## src/rtl/hdp_pkg.sv

```systemverilog
package hdp_pkg;
   typedef struct packed {
      logic rd_en;
      logic wr_en;
   } hdp_cfg_t;

   localparam hdp_cfg_t HDP_CFG_RESET = '{rd_en: 1'b0, wr_en: 1'b0};
endpackage

```

## src/rtl/hdp_hold_stage.sv

```systemverilog
module hdp_hold_stage #(
   parameter int DATA_W = 32
) (
   input  logic              clk,
   input  logic              rst_n,
   input  logic              wr_i,
   input  logic [DATA_W-1:0] wdata_i,
   input  logic              take_i,
   output logic [DATA_W-1:0] data_o,
   output logic              empty_o,
   output logic              ovr_o
);
   always_ff @(posedge clk or negedge rst_n) begin
      if (!rst_n) begin
         data_o  <= '0;
         empty_o <= 1'b1;
         ovr_o   <= 1'b0;
      end else begin
         if (wr_i && empty_o) begin
            data_o  <= wdata_i;
            empty_o <= 1'b0;
         end else if (wr_i) begin
            ovr_o <= 1'b1;
         end
         if (take_i) begin
            empty_o <= 1'b1;
         end
      end
   end

   AST_HOLD_WR_IGNORED: assert property (@(posedge clk) disable iff (!rst_n)
      (wr_i && !empty_o) |=> $stable(data_o));
   AST_HOLD_OVR_STICKY: assert property (@(posedge clk) disable iff (!rst_n)
      ovr_o |=> ovr_o);
   AST_HOLD_TAKE_FULL: assert property (@(posedge clk) disable iff (!rst_n)
      take_i |-> !empty_o);
   AST_HOLD_WR_ACCEPT: assert property (@(posedge clk) disable iff (!rst_n)
      (wr_i && empty_o) |=> !empty_o);
endmodule

```

## src/rtl/hdp_rx_stage.sv

```systemverilog
module hdp_rx_stage #(
   parameter int DATA_W   = 32,
   parameter int ACK_SYNC = 0
) (
   input  logic              clk,
   input  logic              rst_n,
   input  logic              ack_n_i,
   input  logic              load_i,
   input  logic [DATA_W-1:0] ldata_i,
   output logic [DATA_W-1:0] data_o,
   output logic              full_o,
   output logic              und_o
);
   logic ack_s;
   logic ack_q;
   logic rd_valid;
   logic ack_fall;
   logic ack_rise;

   generate
      if (ACK_SYNC == 0) begin : g_direct
         assign ack_s = ack_n_i;
      end else begin : g_sync
         logic [ACK_SYNC-1:0] sh;
         always_ff @(posedge clk or negedge rst_n) begin
            if (!rst_n) sh <= '1;
            else        sh <= {sh[ACK_SYNC-2:0], ack_n_i};
         end
         assign ack_s = sh[ACK_SYNC-1];
      end
   endgenerate

   assign ack_fall = !ack_s && ack_q;
   assign ack_rise = ack_s && !ack_q;

   always_ff @(posedge clk or negedge rst_n) begin
      if (!rst_n) begin
         ack_q    <= 1'b1;
         rd_valid <= 1'b0;
         data_o   <= '0;
         full_o   <= 1'b0;
         und_o    <= 1'b0;
      end else begin
         ack_q <= ack_s;
         if (ack_fall) begin
            rd_valid <= full_o;
            if (!full_o) und_o <= 1'b1;
         end
         if (ack_rise) begin
            rd_valid <= 1'b0;
         end
         if (ack_rise && rd_valid) begin
            full_o <= 1'b0;
         end else if (load_i) begin
            full_o <= 1'b1;
            data_o <= ldata_i;
         end
      end
   end

   AST_RX_LOAD_EMPTY: assert property (@(posedge clk) disable iff (!rst_n)
      load_i |-> !full_o);
   AST_RX_READ_CLEARS: assert property (@(posedge clk) disable iff (!rst_n)
      (ack_rise && rd_valid) |=> !full_o);
   AST_RX_UND_STICKY: assert property (@(posedge clk) disable iff (!rst_n)
      und_o |=> und_o);
   AST_RX_UND_NO_FLAG: assert property (@(posedge clk) disable iff (!rst_n)
      (ack_fall && !full_o && !load_i) |=> (!full_o && $stable(data_o)));
endmodule

```

## src/rtl/hdp_req_ctl.sv

```systemverilog
module hdp_req_ctl
   import hdp_pkg::*;
(
   input  logic     clk,
   input  logic     rst_n,
   input  logic     cfg_wr_i,
   input  hdp_cfg_t cfg_i,
   input  logic     full_i,
   output logic     req_n_o
);
   hdp_cfg_t cfg_q;

   always_ff @(posedge clk or negedge rst_n) begin
      if (!rst_n)        cfg_q <= HDP_CFG_RESET;
      else if (cfg_wr_i) cfg_q <= cfg_i;
   end

   assign req_n_o = !(full_i && cfg_q.rd_en && !cfg_q.wr_en);

   AST_REQ_CFG_LOAD: assert property (@(posedge clk) disable iff (!rst_n)
      (cfg_wr_i && !cfg_i.rd_en) |=> req_n_o);
   AST_REQ_EMPTY_IDLE: assert property (@(posedge clk) disable iff (!rst_n)
      !full_i |-> req_n_o);
endmodule

```

## src/rtl/hdma_read_port.sv

```systemverilog
module hdma_read_port
   import hdp_pkg::*;
#(
   parameter int DATA_W   = 32,
   parameter int ACK_SYNC = 0
) (
   input  logic              clk,
   input  logic              rst_n,
   input  logic              loc_wr,
   input  logic [DATA_W-1:0] loc_wdata,
   input  logic              cfg_wr,
   input  logic              cfg_rd_req_en,
   input  logic              cfg_wr_req_en,
   input  logic              hack_n,
   output logic              hreq_n,
   output logic [DATA_W-1:0] hdata,
   output logic              hdata_oe,
   output logic              rx_full,
   output logic              hold_empty,
   output logic              ovr_err,
   output logic              und_err
);
   initial begin
      AST_CFG_WIDTH: assert (DATA_W >= 1) else $error("DATA_W must be positive");
      AST_CFG_SYNC: assert (ACK_SYNC == 0 || ACK_SYNC >= 2)
         else $error("ACK_SYNC must be 0 or at least 2");
   end

   logic [DATA_W-1:0] hold_data;
   logic              move;
   hdp_cfg_t          cfg_in;

   assign move     = !hold_empty && !rx_full;
   assign hdata_oe = !hack_n;
   assign cfg_in   = '{rd_en: cfg_rd_req_en, wr_en: cfg_wr_req_en};

   hdp_hold_stage #(.DATA_W(DATA_W)) i_hold (
      .clk     (clk),
      .rst_n   (rst_n),
      .wr_i    (loc_wr),
      .wdata_i (loc_wdata),
      .take_i  (move),
      .data_o  (hold_data),
      .empty_o (hold_empty),
      .ovr_o   (ovr_err)
   );

   hdp_rx_stage #(.DATA_W(DATA_W), .ACK_SYNC(ACK_SYNC)) i_rx (
      .clk     (clk),
      .rst_n   (rst_n),
      .ack_n_i (hack_n),
      .load_i  (move),
      .ldata_i (hold_data),
      .data_o  (hdata),
      .full_o  (rx_full),
      .und_o   (und_err)
   );

   hdp_req_ctl i_req (
      .clk      (clk),
      .rst_n    (rst_n),
      .cfg_wr_i (cfg_wr),
      .cfg_i    (cfg_in),
      .full_i   (rx_full),
      .req_n_o  (hreq_n)
   );

   AST_MOVE_ONE_CLOCK: assert property (@(posedge clk) disable iff (!rst_n)
      (!rx_full && !hold_empty) |=> (rx_full && hold_empty));
   AST_MOVE_DATA: assert property (@(posedge clk) disable iff (!rst_n)
      (!rx_full && !hold_empty) |=> (hdata == $past(hold_data)));
endmodule

```

## config.mk

```make
export PLATFORM = sky130hd
export DESIGN_NAME = hdma_read_port
export DESIGN_NICKNAME = d
export VERILOG_FILES = /design/src/rtl/hdp_pkg.sv /design/src/rtl/hdp_hold_stage.sv /design/src/rtl/hdp_rx_stage.sv /design/src/rtl/hdp_req_ctl.sv /design/src/rtl/hdma_read_port.sv
export SDC_FILE = /design/constraint.sdc
export NUM_CORES = 1
export LEC_CHECK = 0
export ABC_AREA = 1
export BUFFER_PORTS_ARGS = -buffer_cell sky130_fd_sc_hd__buf_2
export CAP_MARGIN = 20
export CORE_ASPECT_RATIO = 1.4
export CORE_UTILIZATION = 54
export CTS_BUF_LIST = sky130_fd_sc_hd__clkbuf_8
export DETAILED_ROUTE_END_ITERATION = 7
export MAX_ROUTING_LAYER = met4
export PLACE_DENSITY = 0.81
export RECOVER_POWER = 50
export SLEW_MARGIN = 40
export SYNTH_ARGS = -nofsm -noshare
export SYNTH_HDL_FRONTEND = slang
export SYNTH_HIERARCHICAL = 1
export SYNTH_SLANG_ARGS = --single-unit
export TNS_END_PERCENT = 50
```

## constraint.sdc

```tcl
create_clock -name clk -period 1.6 [get_ports clk]
set_input_delay 0 -clock clk [delete_from_list [all_inputs] [get_ports clk]]
set_output_delay 0 -clock clk [all_outputs]
set_load 0.01 [all_outputs]
```

### Yosys cells after proc, flatten, opt, wreduce, memory -nomap -nowiden

Cells that the tools add are included.

* muxes and demuxes: 6
* bitwise operators: 3
* reduce and logical (&&, ||, !) cells: 19

Operators with widths (number)
* logical AND 1 bit: 7
* zero test 1 bit: 6
* two-way mux 1 bit: 6
* AND reduction 2 bit: 3
* nonzero test 2 bit: 3
* NOT 1 bit: 3

* logic and storage cells: 38
* flip-flop bits (word level): 72
* bits of input ports: 39
* output and inout port bits: 38

### Depth between registers and ports, before layout

Gate-level depths: netlist (run 1).

* word-level depth: 5
* mapped depth: 7
* depth with buffers taken out: 6

### Hierarchy

The synthesis (run 1) kept the hierarchy.

By module, submodules not included
* hdp_rx_stage: seq. area each 902.1 sq um, instances 1, area an instance 1458.9 sq um, cells an instance 156
* hdp_hold_stage: seq. area each 852.1 sq um, instances 1, area an instance 1443.9 sq um, cells an instance 147
* hdp_req_ctl: seq. area each 50.0 sq um, instances 1, area an instance 85.1 sq um, cells an instance 11
* hdma_read_port: seq. area each 0.0 sq um, instances 1, area an instance 7.5 sq um, cells an instance 2

### Worst setup path after synthesis (run 1)

No wires, ideal clock.

* kind: reg-to-reg
* start point: register i_rx.ack_q
* end point: register i_rx.data_o[0]
* stages on the path, launching flop included: 8
* arrival: 1.149 ns
* setup slack: 0.335 ns
* setup time: 0.117 ns
* required time: 1.483 ns
* period minus slack after synthesis: 1.265 ns
* path through: dfstp_2 inv_1 ha_1 nand2_2 nand2_4 buf_6 nand2_1 nand2_1

* longest elaborated chain between the ends: 5

Ends and longest elaborated chain
* from (decl): RTL line hdp_rx_stage.sv:15 `logic ack_q;`
* from (signal assigned): RTL line hdp_rx_stage.sv:44 `ack_q <= ack_s;`
* zero test 1 bit: RTL line hdp_rx_stage.sv:34 `assign ack_rise = ack_s && !ack_q;`
* logical AND 1 bit: RTL line hdp_rx_stage.sv:34
* logical AND 1 bit: RTL line hdp_rx_stage.sv:52 `if (ack_rise && rd_valid) begin`
* NOT 1 bit (no source line)
* AND reduction 2 bit (no source line)
* to (signal assigned): RTL line hdp_rx_stage.sv:56 `data_o <= ldata_i;`
* to (decl): RTL line hdp_rx_stage.sv:10 `output logic [DATA_W-1:0] data_o,`

Every way passes these cells.
A chain may end at the register's enable or synchronous reset.

### Final worst setup path (run 1)

* start point: register i_hold.empty_o
* end point: output port hold_empty

RTL lines
* from (decl): RTL line hdp_hold_stage.sv:10 `output logic empty_o,`
* from (signal assigned): RTL line hdp_hold_stage.sv:16 `empty_o <= 1'b1;`
* from (signal assigned): RTL line hdp_hold_stage.sv:21 `empty_o <= 1'b0;`
* from (signal assigned): RTL line hdp_hold_stage.sv:26 `empty_o <= 1'b1;`
* to (decl): RTL line hdma_read_port.sv:19 `output logic hold_empty,`

No word-level cell between the ends.

==> results of run 1 <==
-- cell usage in the layout (no fill, tap or decap) --
cell,instances
sky130_fd_sc_hd__buf_2,56
sky130_fd_sc_hd__buf_4,9
sky130_fd_sc_hd__bufinv_16,2
sky130_fd_sc_hd__clkbuf_1,19
sky130_fd_sc_hd__clkbuf_4,1
sky130_fd_sc_hd__clkbuf_8,10
sky130_fd_sc_hd__clkinv_2,3
sky130_fd_sc_hd__clkinvlp_4,1
sky130_fd_sc_hd__dfrtp_1,70
sky130_fd_sc_hd__dfstp_2,2
sky130_fd_sc_hd__dlygate4sd3_1,38
sky130_fd_sc_hd__dlymetal6s4s_1,1
sky130_fd_sc_hd__ha_1,2
sky130_fd_sc_hd__inv_1,9
sky130_fd_sc_hd__nand2_1,130
sky130_fd_sc_hd__nand2_2,11
sky130_fd_sc_hd__nand2_4,1
sky130_fd_sc_hd__nand2_8,1
sky130_fd_sc_hd__nand3_1,65
sky130_fd_sc_hd__nor2_2,1
sky130_fd_sc_hd__o21ai_0,1
sky130_fd_sc_hd__o21bai_1,2
-- synthesized netlist by cell type --
| master | n | area, sq um |
|---|---|---|
| sky130_fd_sc_hd__buf_2 | 6 | 30.0 |
| sky130_fd_sc_hd__nand2_8 | 1 | 20.0 |
| sky130_fd_sc_hd__dfrtp_1 | 70 | 1750 |
| sky130_fd_sc_hd__dfstp_2 | 2 | 52.6 |
| sky130_fd_sc_hd__inv_1 | 9 | 33.8 |
| sky130_fd_sc_hd__nand2_2 | 11 | 68.8 |
| sky130_fd_sc_hd__nand3_1 | 65 | 325 |
| sky130_fd_sc_hd__ha_1 | 2 | 25.0 |
| sky130_fd_sc_hd__nand2_4 | 1 | 11.3 |
| sky130_fd_sc_hd__clkbuf_8 | 1 | 13.8 |
| sky130_fd_sc_hd__o21bai_1 | 2 | 15.0 |
| sky130_fd_sc_hd__nor2_1 | 1 | 3.75 |
| sky130_fd_sc_hd__o21ai_0 | 1 | 5.00 |
| sky130_fd_sc_hd__buf_6 | 9 | 101 |
| sky130_fd_sc_hd__nand2_1 | 130 | 488 |
| sky130_fd_sc_hd__buf_12 | 1 | 20.0 |
| sky130_fd_sc_hd__buf_4 | 4 | 30.0 |
-- path summary, 6_finish.rpt --
kind / startpoint / to / cells after the start
hold / removal: rst_n / i_rx/data_o[25]$_DFFE_PN0P_ / 2
max in group asynchronous: rst_n / i_hold/data_o[20]$_DFFE_PN0P_ / 3
setup reg to reg: i_rx/ack_q$_DFF_PN1_ / i_rx/data_o[28]$_DFFE_PN0P_ / 6
hold reg to reg: i_rx/data_o[10]$_DFFE_PN0P_ / i_rx/data_o[10]$_DFFE_PN0P_ / 2
min in group clk: loc_wr / i_hold/ovr_o$_DFFE_PN0P_ / 3
setup / recovery: i_hold/empty_o$_DFFE_PN1P_ / hold_empty / 2
-- logic make-up after synthesis --
logic type	count (synthesis)	share of synthesized area, %
and+or+nand+nor	209	30.6
buffers and inverters	30	7.64
AOI/OAI and AO/OA	3	0.668
adders and majority gates	2	0.835
DFF	72	60.2
-- state kept, by name, summed over array words and instances, names as in the netlist --
| signal | cells |
|---|---|
| i_rx/rd_valid | 1 |
| i_hold/empty_o | 1 |
| i_hold/data_o | 32 |
| i_rx/full_o | 1 |
| i_rx/und_o | 1 |
| i_rx/ack_q | 1 |
| i_hold/ovr_o | 1 |
| i_req/cfg_q | 2 |
| i_rx/data_o | 32 |
-- final cells by class --
type | count | area (sq um) | area share, %
tap | 66 | 82.6 | 2.10
timing repair buffer | 124 | 820 | 20.9
sequential | 72 | 1800 | 46.0
multi-input combinational | 214 | 965 | 24.6
clock buffer | 10 | 138 | 3.51
inverter | 9 | 33.8 | 0.861
clock inverter | 6 | 82.6 | 2.10
-- per-stage QoR --
| step | util (%) | worst slack, ns | hold slack [ns] | instances |
|---|---|---|---|---|
| 2_1_floorplan | - | 0.335 | -0.296 | 316 |
| 3_3_place_gp | 63.5 | 0.242 | -0.0848 | 446 |
| 3_5_place_dp | 63.5 | 0.206 | -0.0810 | 446 |
| 4_1_cts | 75.2 | 0.0150 | 0.0788 | 502 |
| 5_1_grt | 74.4 | 0.0518 | 0.101 | 501 |
| 6_report | 74.4 | 0.138 | 0.0843 | 501 |
-- power breakdown --
group	leakage, nW	internal [mW]	switching (mW)
combinational	1.12	0.824	1.30
sequential	0.894	2.59	0.497
clock	0.112	0.911	0.648
-- metal layers --
| layer | vias to the layer above | share of wire [%] |
|---|---|---|
| met3 | 30 | 4.4 |
| met2 | 99 | 54 |
| met1 | 1194 | 38 |
| met4 | 0 | 3.9 |
| li1 | 1231 | - |
| met5 | - | 0 |
-- worst register-to-register path, delay by kind of cell, from the launching register on --
| kind | cells | cell delay, ns |
|---|---|---|
| flip-flops | 1 | 0.54 |
| AND/OR/NAND/NOR | 4 | 0.53 |
| adder cells (fa/ha/maj) | 1 | 0.19 |
| buffers and inverters | 1 | 0.05 |
-- what timing repair did --
| action | CTS | global route |
|---|---|---|
| endpoints found under the hold margin | 107 | 0 |
| hold buffers | 40 | 0 |
| setup endpoints to repair | 0 | 2 |
| gates resized for setup | 0 | 1 |
==> reports/qor.yml, run 1 <==
timing:
  maxClockFrequency_ghz: 0.684
  period_share_pct: 91.4
  setup_tns_ns: 0
  slew-limit-headroom_pct: 56.8
  unrepaired_setup_endpoints_after_global_routing: "no"
  final_setup_violating_endpoints: 0
  report.final.slew_viol_count: 0
  finalHoldViolations: 0
  post-route-min-period_ns: 1.46
  tightestPinTransition_ns: 0.649
  finClkSkew_ns: 0.00836
worst_setup_path:
  critical_path.max_stage_delay_ns: 0.70
  cpLargestDelayFamily: "flip-flops"
  worstPathMaxFanout: 13
  reg2reg_setup_slack_ns: 0.17
  critical_path.endpoint_type: "output port"
  path_class: "reg2out"
  worst_ep_required_time_ns: 1.60
  cp.arrival_ns: 1.46
  crit_slowest_cell: "sky130_fd_sc_hd__dfstp_2"
  critPathBufInv: 2
  cp_cell_sequence: "buf_4 -> buf_2"
  timing.critical_path.from_type: "flip-flop"
global_routing:
  leftover_overflow_at_the_end_of_global_routing: 0
  grt_use_total_pct: 27.5
  globalRouteMet1Util_pct: 31.1
  grt_start_max_net_pins: 50
  first_pass_grt_wire_length_um: 11800
  grt_pass1_vias: 2640
  global_route_met2_usage_pct: 44.4
  antenna_found_initial: 0
  gr-usage-met3_pct: 6.09
  grt_busiest_layer: "met2"
job:
  drv.max_cap_violation_count: 0
detailed_routing:
  detail-route-antenna-nets: 0
  vias_per_cell: 5.10
  drtIter0Drc: 161
  drc: 0
  drtPass1Iterations: 4
  routed_wire_length_per_instance_um: 13.7
  routed-via-count: 2554
  route.final.wire_length_um: 6850
clock_tree:
  inserted_clock_buffers: 9
  clockBufferDepth: 2
  clkTransAtPathRegs_ns: 0.07
  tritoncts: "built"
  numClockSinks: 72
  cts_setup_buffers: 0
  clock-root-buffer: "sky130_fd_sc_hd__clkbuf_8"
  insertion_delay_ns: 0.35
  clock_tree.htree_level_count: 3
finish:
  layout-area-overhead-vs-synth_pct: 31.0
  design.final.nets: 471
  share_of_post_route_cells_with_drive_strength_above_1_pct: 22.5
  post-route-cell-area_sq_um: 3930
  antenna-diode-count: 0
  num-fill-cells: 388
placement:
  place.detailed.hpwl_um: 4020
  buffer_ports.inserted: 76
  finalWeightedCongestion: 0.762
  dpl-instance-area_sq_um: 3350
logic_synthesis:
  syn_nets: 357
  synthesis.yosys.warnings: 6
  synth_cell_type_count: 17
  synth_seq_area_share_pct: 60.2
  synthesis.area_per_instance_sq_um: 9.48
  syn_inst: 316
  synth.cell_area_sq_um: 3000
  yosys_register_bits: 72
power:
  total_leakage_power_nw: 2.13
  ratio_of_total_power_to_cell_area_nw_per_um2: 1720
  ir_drop_mv: 1.04
  total_power_mw: 6.77
floorplanning:
  top_level_ports: 77
  floorplan.die.width_um: 64.9
  die_h_um: 90.1
  rows: 31
  initial_core_util_pct: 56.8
  core_area_sq_um: 5280
  die_area_sq_um: 5850
run_status:
  run_status: "complete, no violations"
hold_path:
  worstHoldPathType: "in2async"
(Power assumes the default switching activity.)
==> inputs of run 2 (changes only) <==
--- a/config.mk
+++ b/config.mk
@@ -9,11 +9,11 @@
 export BUFFER_PORTS_ARGS = -buffer_cell sky130_fd_sc_hd__buf_2
 export CAP_MARGIN = 20
 export CORE_ASPECT_RATIO = 1.4
-export CORE_UTILIZATION = 54
+export CORE_UTILIZATION = 49
 export CTS_BUF_LIST = sky130_fd_sc_hd__clkbuf_8
 export DETAILED_ROUTE_END_ITERATION = 7
 export MAX_ROUTING_LAYER = met4
-export PLACE_DENSITY = 0.81
+export PLACE_DENSITY = 0.78
 export RECOVER_POWER = 50
 export SLEW_MARGIN = 40
 export SYNTH_ARGS = -nofsm -noshare
==> constraint.sdc (replaced) <==
create_clock -name clk -period 1.3 [get_ports clk]
set_input_delay 0 -clock clk [delete_from_list [all_inputs] [get_ports clk]]
set_output_delay 0 -clock clk [all_outputs]
set_load 0.01 [all_outputs]
==> reports/qor.yml, run 2 (synthesis results as in run 1) <==
run_status:
  run_status: "finished with violations"
  failed_checks: "setup timing"
finish:
  registers_with_the_most_flip_flops: "i_hold/data_o: 32 flops, i_rx/data_o: 32 flops, i_req/cfg_q: 2 flops"
  mostFrequentLayoutCells: "sky130_fd_sc_hd__nand2_1, sky130_fd_sc_hd__buf_2, sky130_fd_sc_hd__dfrtp_1, sky130_fd_sc_hd__nand3_1, sky130_fd_sc_hd__dlygate4sd3_1"
  layout-area-overhead-vs-synth_pct: 44.1
  utilization_pct: 73.6  # -0.78 points
  design.final.nets: 485  # +3.0%
  multiInputGateArea_sq_um: 1180  # +23%
  register_area_sq_um: 1800  # unchanged
  most_frequent_standard_cell_in_the_layout_excluding_fill_and_tap_cells: "sky130_fd_sc_hd__nand2_1"
  antenna-diode-count: 0  # unchanged
  share_of_post_route_cells_with_drive_strength_above_1_pct: 33.5  # +11 points
  num-fill-cells: 418  # +7.7%
power:
  ratio_of_total_power_to_cell_area_nw_per_um2: 2090  # +21%
  total_power_mw: 9.01  # +33%
  ir_drop_mv: 1.10  # +5.2%
  total_leakage_power_nw: 2.30  # +8.1%
worst_setup_path:
  timing.critical_path.from_type: "flip-flop"
  crit_slowest_cell: "sky130_fd_sc_hd__dfstp_2"
  worstPathMaxFanout: 7  # -6
  worst_ep_required_time_ns: 1.58  # -0.02 ns
  path_class: "reg2reg"
  critical_path.endpoint_type: "flip-flop"
  cp_cell_sequence: "inv_2 -> ha_4 -> nand2_8 -> buf_12 -> buf_8 -> nand3_2 -> nand2_1"
  cp.arrival_ns: 1.65  # +0.19 ns
  critical_path.max_stage_delay_ns: 0.54  # -0.16 ns
timing:
  post-route-min-period_ns: 1.37
  slew-limit-headroom_pct: 46.9  # -9.8 points
  finalHoldViolations: 0  # unchanged
  final_setup_violating_endpoints: 29  # +29
  min_setup_slack_post_route_ns: -0.0744  # -0.212 ns
  report.final.slew_viol_count: 0  # unchanged
  maxClockFrequency_ghz: 0.728
  period_share_pct: 106
  unrepaired_setup_endpoints_after_global_routing: "yes"
  tightestPinTransition_ns: 0.796  # +0.147 ns
  finClkSkew_ns: 0.00996  # +0.00161 ns
placement:
  buffer_ports.inserted: 76  # unchanged
  finalWeightedCongestion: 0.794  # +4.2%
  place.detailed.hpwl_um: 4140  # +2.9%
  preCtsSetupSlack_ns: -0.146  # -0.352 ns
detailed_routing:
  routed_wire_length_per_instance_um: 15.8  # +16%
  route.final.wire_length_um: 8180  # +19%
  drc: 0  # unchanged
  routed-via-count: 2679  # +4.9%
  drtIter0Drc: 274  # +70%
  vias_per_cell: 5.17  # +1.5%
  detail-route-antenna-nets: 0  # unchanged
  drtPass1Iterations: 4  # unchanged
floorplanning:
  top_level_ports: 77  # unchanged
  die_area_sq_um: 6430  # +9.9%
  initial_core_util_pct: 51.1  # -5.7 points
  floorplan.die.width_um: 68.1  # +4.8%
  die_h_um: 94.5  # +4.9%
  rows: 33  # +6.5%
  core_area_sq_um: 5860  # +11%
global_routing:
  first_pass_grt_wire_length_um: 12700  # +8.0%
  grt_use_total_pct: 28.4  # +0.92 points
  grt_start_max_net_pins: 33  # -34%
  grt_pass1_vias: 2683  # +1.6%
  leftover_overflow_at_the_end_of_global_routing: 0  # unchanged
  antenna_found_initial: 0  # unchanged
clock_tree:
  numClockSinks: 72  # unchanged
  clkTransAtPathRegs_ns: 0.07  # about the same
  insertion_delay_ns: 0.34  # about the same
  clock-root-buffer: "sky130_fd_sc_hd__clkbuf_8"
  tritoncts: "built"
  clockBufferDepth: 2  # unchanged
  inserted_clock_buffers: 9  # unchanged
  clock_tree.htree_level_count: 3  # unchanged
job:
  drv.max_cap_violation_count: 0  # unchanged
hold_path:
  worstHoldPathType: "in2async"
run 2: cell types whose count changed in the layout (fill, tap and decap cells not counted), sizes merged:
cell          delta
buf             +27
bufinv           -1
clkbuf          -17
inv              +1
dlygate4sd3      +1
clkinvlp         -1
dlymetal6s4s     -1
nand2            +4
run 2: metal layers:
metal | vias up | global-route usage, % | share of wire, %
met4 | 0 | 13.5 | 3.2
met5 | - | - | 0
li1 | 1267 | - | -
met2 | 113 | 45.8 | 53
met3 | 20 | 6.16 | 6.2
met1 | 1279 | 33.0 | 38
run 2: timing repair:
item	in CTS	in global routing
hold buffers	39	0
endpoints found under the hold margin	105	0
gates cloned	5	1
endpoints found under the setup margin	33	58
buffers inserted	6	1
pin swaps	11	17
resized for setup	18	21
run 2: where the power goes:
part | switching, mW | internal [mW] | total, mW
combinational | 2.05 | 1.45 | 3.49
sequential | 0.633 | 3.19 | 3.82
clock | 0.787 | 0.911 | 1.70
total | 3.47 | 5.55 | 9.01
run 2: final timing paths:
kind | from | cells after the start | slack, ns | end
setup / recovery | i_rx/ack_q$_DFF_PN1_ | 7 | -0.07 | i_rx/data_o[22]$_DFFE_PN0P_
hold / removal | rst_n | 2 | 0.07 | i_hold/data_o[21]$_DFFE_PN0P_
max in group asynchronous | rst_n | 3 | 0.20 | i_hold/data_o[8]$_DFFE_PN0P_
hold reg to reg | i_rx/data_o[17]$_DFFE_PN0P_ | 2 | 0.47 | i_rx/data_o[17]$_DFFE_PN0P_
setup reg to reg | i_rx/ack_q$_DFF_PN1_ | 7 | -0.07 | i_rx/data_o[22]$_DFFE_PN0P_
min in group clk | loc_wr | 3 | 0.11 | i_hold/ovr_o$_DFFE_PN0P_
run 2: layout make-up:
class                      count  share of cell area [%]
sequential                    72                    41.8
multi-input combinational    218                    27.4
timing repair buffer         134                    23.6
clock buffer                  10                    3.19
tap                           70                    2.03
clock inverter                 5                    1.13
inverter                       9                   0.783
run 2: critical path: cells and delay by family, from the launching register on:
family / cells / cell delay, ns
flops: 1 / 0.54
buf+inv: 3 / 0.35
simple gates: 3 / 0.23
fa+ha+maj: 1 / 0.17
run 2: metrics by stage:
stage | cells | instance area (sq um) | TNS (ns) | hold WS [ns]
after floorplan | 316 | 3000 | 0 | -0.296
after detailed placement | 451 | 3400 | -3.89 | -0.110
after global placement | 451 | 3400 | -2.49 | -0.114
after global routing | 518 | 4320 | -2.79 | 0.0737
final | 518 | 4320 | -1.02 | 0.0653
after CTS | 516 | 4220 | -0.612 | 0.0620
==> inputs of run 3 (changes only) <==
==> constraint.sdc (replaced) <==
create_clock -name clk -period 1.3 [get_ports clk]
set_input_delay 0.13 -clock clk [delete_from_list [all_inputs] [get_ports clk]]
set_output_delay 0.13 -clock clk [all_outputs]
set_load 0.01 [all_outputs]
==> reports/qor.yml, run 3 (synthesis results as in run 1) <==
clock_tree:
  tritoncts: "built"
  clockBufferDepth: 2  # unchanged
  numClockSinks: 72  # unchanged
  inserted_clock_buffers: 9  # unchanged
  clkTransAtPathRegs_ns: 0.07  # about the same
  clock_tree.htree_level_count: 3  # unchanged
  clock-root-buffer: "sky130_fd_sc_hd__clkbuf_8"
  insertion_delay_ns: 0.35  # about the same
worst_setup_path:
  reg2reg_setup_slack_ns: -0.05  # +0.03 ns
  worst_ep_required_time_ns: 1.55  # -0.03 ns
  critical_path.endpoint_type: "flip-flop"
  cp.arrival_ns: 1.59  # -0.06 ns
  reg2reg_to: "i_rx/data_o[8]$_DFFE_PN0P_"
  cpLargestDelayFamily: "flip-flops"
  critPathBufInv: 2  # -1
  crit_slowest_cell: "sky130_fd_sc_hd__dfstp_2"
  worstReg2RegStart: "i_rx/ack_q$_DFF_PN1_"
  cell_count_of_the_worst_reg_to_reg_path: 7  # unchanged
  critical_path.max_stage_delay_ns: 0.55  # about the same
  cp_cell_sequence: "inv_2 -> ha_4 -> nand2_8 -> buf_12 -> nand2_8 -> nand2_1 -> nand2_1"
  path_class: "reg2reg"
  timing.critical_path.from_type: "flip-flop"
  worstPathMaxFanout: 8  # +1
global_routing:
  globalRouteMet1Util_pct: 29.1  # -3.9 points
  leftover_overflow_at_the_end_of_global_routing: 0  # unchanged
  grt_start_max_net_pins: 34  # +3.0%
  first_pass_grt_wire_length_um: 11800  # -7.0%
  gr-usage-met3_pct: 5.19  # -0.97 points
  grt_use_total_pct: 26.3  # -2.1 points
  grt_pass1_vias: 2531  # -5.7%
  global_route_met2_usage_pct: 43.5  # -2.2 points
  antenna_found_initial: 1  # +1
  grt_busiest_layer: "met2"
placement:
  place.detailed.hpwl_um: 4210  # +1.8%
  buffer_ports.inserted: 76  # unchanged
  dpl-instance-area_sq_um: 3400  # about the same
  finalWeightedCongestion: 0.813  # +2.4%
detailed_routing:
  drc: 0  # unchanged
  vias_per_cell: 5.13  # -0.82%
  drtPass1Iterations: 4  # unchanged
  route.final.wire_length_um: 7310  # -11%
  drtIter0Drc: 119  # -57%
  routed-via-count: 2493  # -6.9%
  detail-route-antenna-nets: 0  # unchanged
  routed_wire_length_per_instance_um: 15.0  # -4.8%
finish:
  multiInputGateArea_sq_um: 1130  # -4.8%
  share_of_post_route_cells_with_drive_strength_above_1_pct: 35.9  # +2.4 points
  most_frequent_standard_cell_in_the_layout_excluding_fill_and_tap_cells: "sky130_fd_sc_hd__nand2_1"
  num-fill-cells: 459  # +9.8%
  layout-area-overhead-vs-synth_pct: 30.7
  design.final.nets: 451  # -7.0%
  post-route-cell-area_sq_um: 3920  # -9.3%
  utilization_pct: 66.8  # -6.9 points
  register_area_sq_um: 1800  # unchanged
  registers_with_the_most_flip_flops: "i_hold/data_o: 32 flops, i_rx/data_o: 32 flops, i_req/cfg_q: 2 flops"
  mostFrequentLayoutCells: "sky130_fd_sc_hd__nand2_1, sky130_fd_sc_hd__buf_2, sky130_fd_sc_hd__dfrtp_1, sky130_fd_sc_hd__nand3_1, sky130_fd_sc_hd__nand2_2"
run_status:
  run_status: "finished with violations"
  failed_checks: "setup timing"
hold_path:
  hp-start: "cfg_wr_req_en"
  worst_hold_path.num_cells: 3
  worstHoldPathType: "in2reg"
  hold_path_end: "i_req/cfg_q[0]$_DFFE_PN0P_"
power:
  ratio_of_total_power_to_cell_area_nw_per_um2: 2300  # +10%
  total_power_mw: 9.01  # about the same
  total_leakage_power_nw: 2.16  # -6.2%
  ir_drop_mv: 0.979  # -11%
timing:
  setup_tns_ns: -0.729  # +0.293 ns
  maxClockFrequency_ghz: 0.743  # +2.1%
  report.final.slew_viol_count: 0  # unchanged
  min_setup_slack_post_route_ns: -0.0456  # +0.0288 ns
  slew-limit-headroom_pct: 64.7  # +18 points
  tightestPinTransition_ns: 0.530  # -0.266 ns
  finClkSkew_ns: 0.00772  # -0.00224 ns
  period_share_pct: 104  # -2.2 points
  finalHoldViolations: 0  # unchanged
  final_setup_violating_endpoints: 25  # -14%
  post-route-min-period_ns: 1.35  # -0.0288 ns
  unrepaired_setup_endpoints_after_global_routing: "yes"
floorplanning:
  die_h_um: 94.5  # unchanged
  floorplan.die.width_um: 68.1  # unchanged
  rows: 33  # unchanged
  die_area_sq_um: 6430  # unchanged
  initial_core_util_pct: 51.1  # unchanged
  top_level_ports: 77  # unchanged
  core_area_sq_um: 5860  # unchanged
job:
  drv.max_cap_violation_count: 0  # unchanged
run 3: timing repair:
item / CTS / global route
gates resized for setup: 13 / 24
gates cloned: 5 / 0
pin swaps: 4 / 6
hold buffers: 3 / 0
hold endpoints to repair: 55 / 0
setup buffers: 9 / 0
setup endpoints to repair: 34 / 35
run 3: final cells by class:
class / instances / share of cell area (%)
Antenna cell: 1 / 0.0639
Clock buffer: 10 / 3.52
Clock inverter: 6 / 1.95
Inverter: 9 / 0.863
Multi-Input combinational cell: 218 / 28.8
Sequential cell: 72 / 46.1
Tap cell: 70 / 2.24
Timing Repair Buffer: 100 / 16.5
run 3: how the worst max path moves through the flow:
stage	end	startpoint	depth (start not counted)	slack, ns
2_1_floorplan	i_rx/data_o[0]$_DFFE_PN0P_	i_rx/ack_q$_DFF_PN1_	7	0.03
3_3_place_gp	i_rx/data_o[0]$_DFFE_PN0P_	i_rx/ack_q$_DFF_PN1_	6	-0.09
3_5_place_dp	i_rx/data_o[13]$_DFFE_PN0P_	i_rx/ack_q$_DFF_PN1_	6	-0.17
4_1_cts	i_rx/data_o[14]$_DFFE_PN0P_	i_rx/ack_q$_DFF_PN1_	7	-0.01
5_1_grt	i_rx/data_o[17]$_DFFE_PN0P_	i_rx/ack_q$_DFF_PN1_	7	-0.07
6_report	i_rx/data_o[8]$_DFFE_PN0P_	i_rx/ack_q$_DFF_PN1_	7	-0.05
run 3: power by group:
part	internal (mW)	switching (mW)	total [mW]
Clock	1.11	0.796	1.91
Combinational	1.38	1.95	3.33
Sequential	3.19	0.590	3.78
Total	5.68	3.34	9.01
run 3: worst min-delay path: stages:
cell and delay (ns):
sky130_fd_sc_hd__buf_2 0.08, sky130_fd_sc_hd__nand2_1 0.04, sky130_fd_sc_hd__nand2_1 0.06
run 3: metal layers:
| metal | wire length (um) | vias up |
|---|---|---|
| met5 | 0 | - |
| met4 | 261 | 0 |
| met3 | 386 | 21 |
| met2 | 3860 | 95 |
| met1 | 2800 | 1182 |
| li1 | - | 1195 |
run 3: stage by stage:
stage	instances	hold slack (ns)	setup slack, ns
final	486	0.00760	-0.0456
after detailed placement	453	0.0373	-0.167
after CTS	486	0.00170	-0.0126
after global routing	486	0.0108	-0.0738
after global placement	453	0.0318	-0.0906
after floorplan	316	-0.166	0.0345
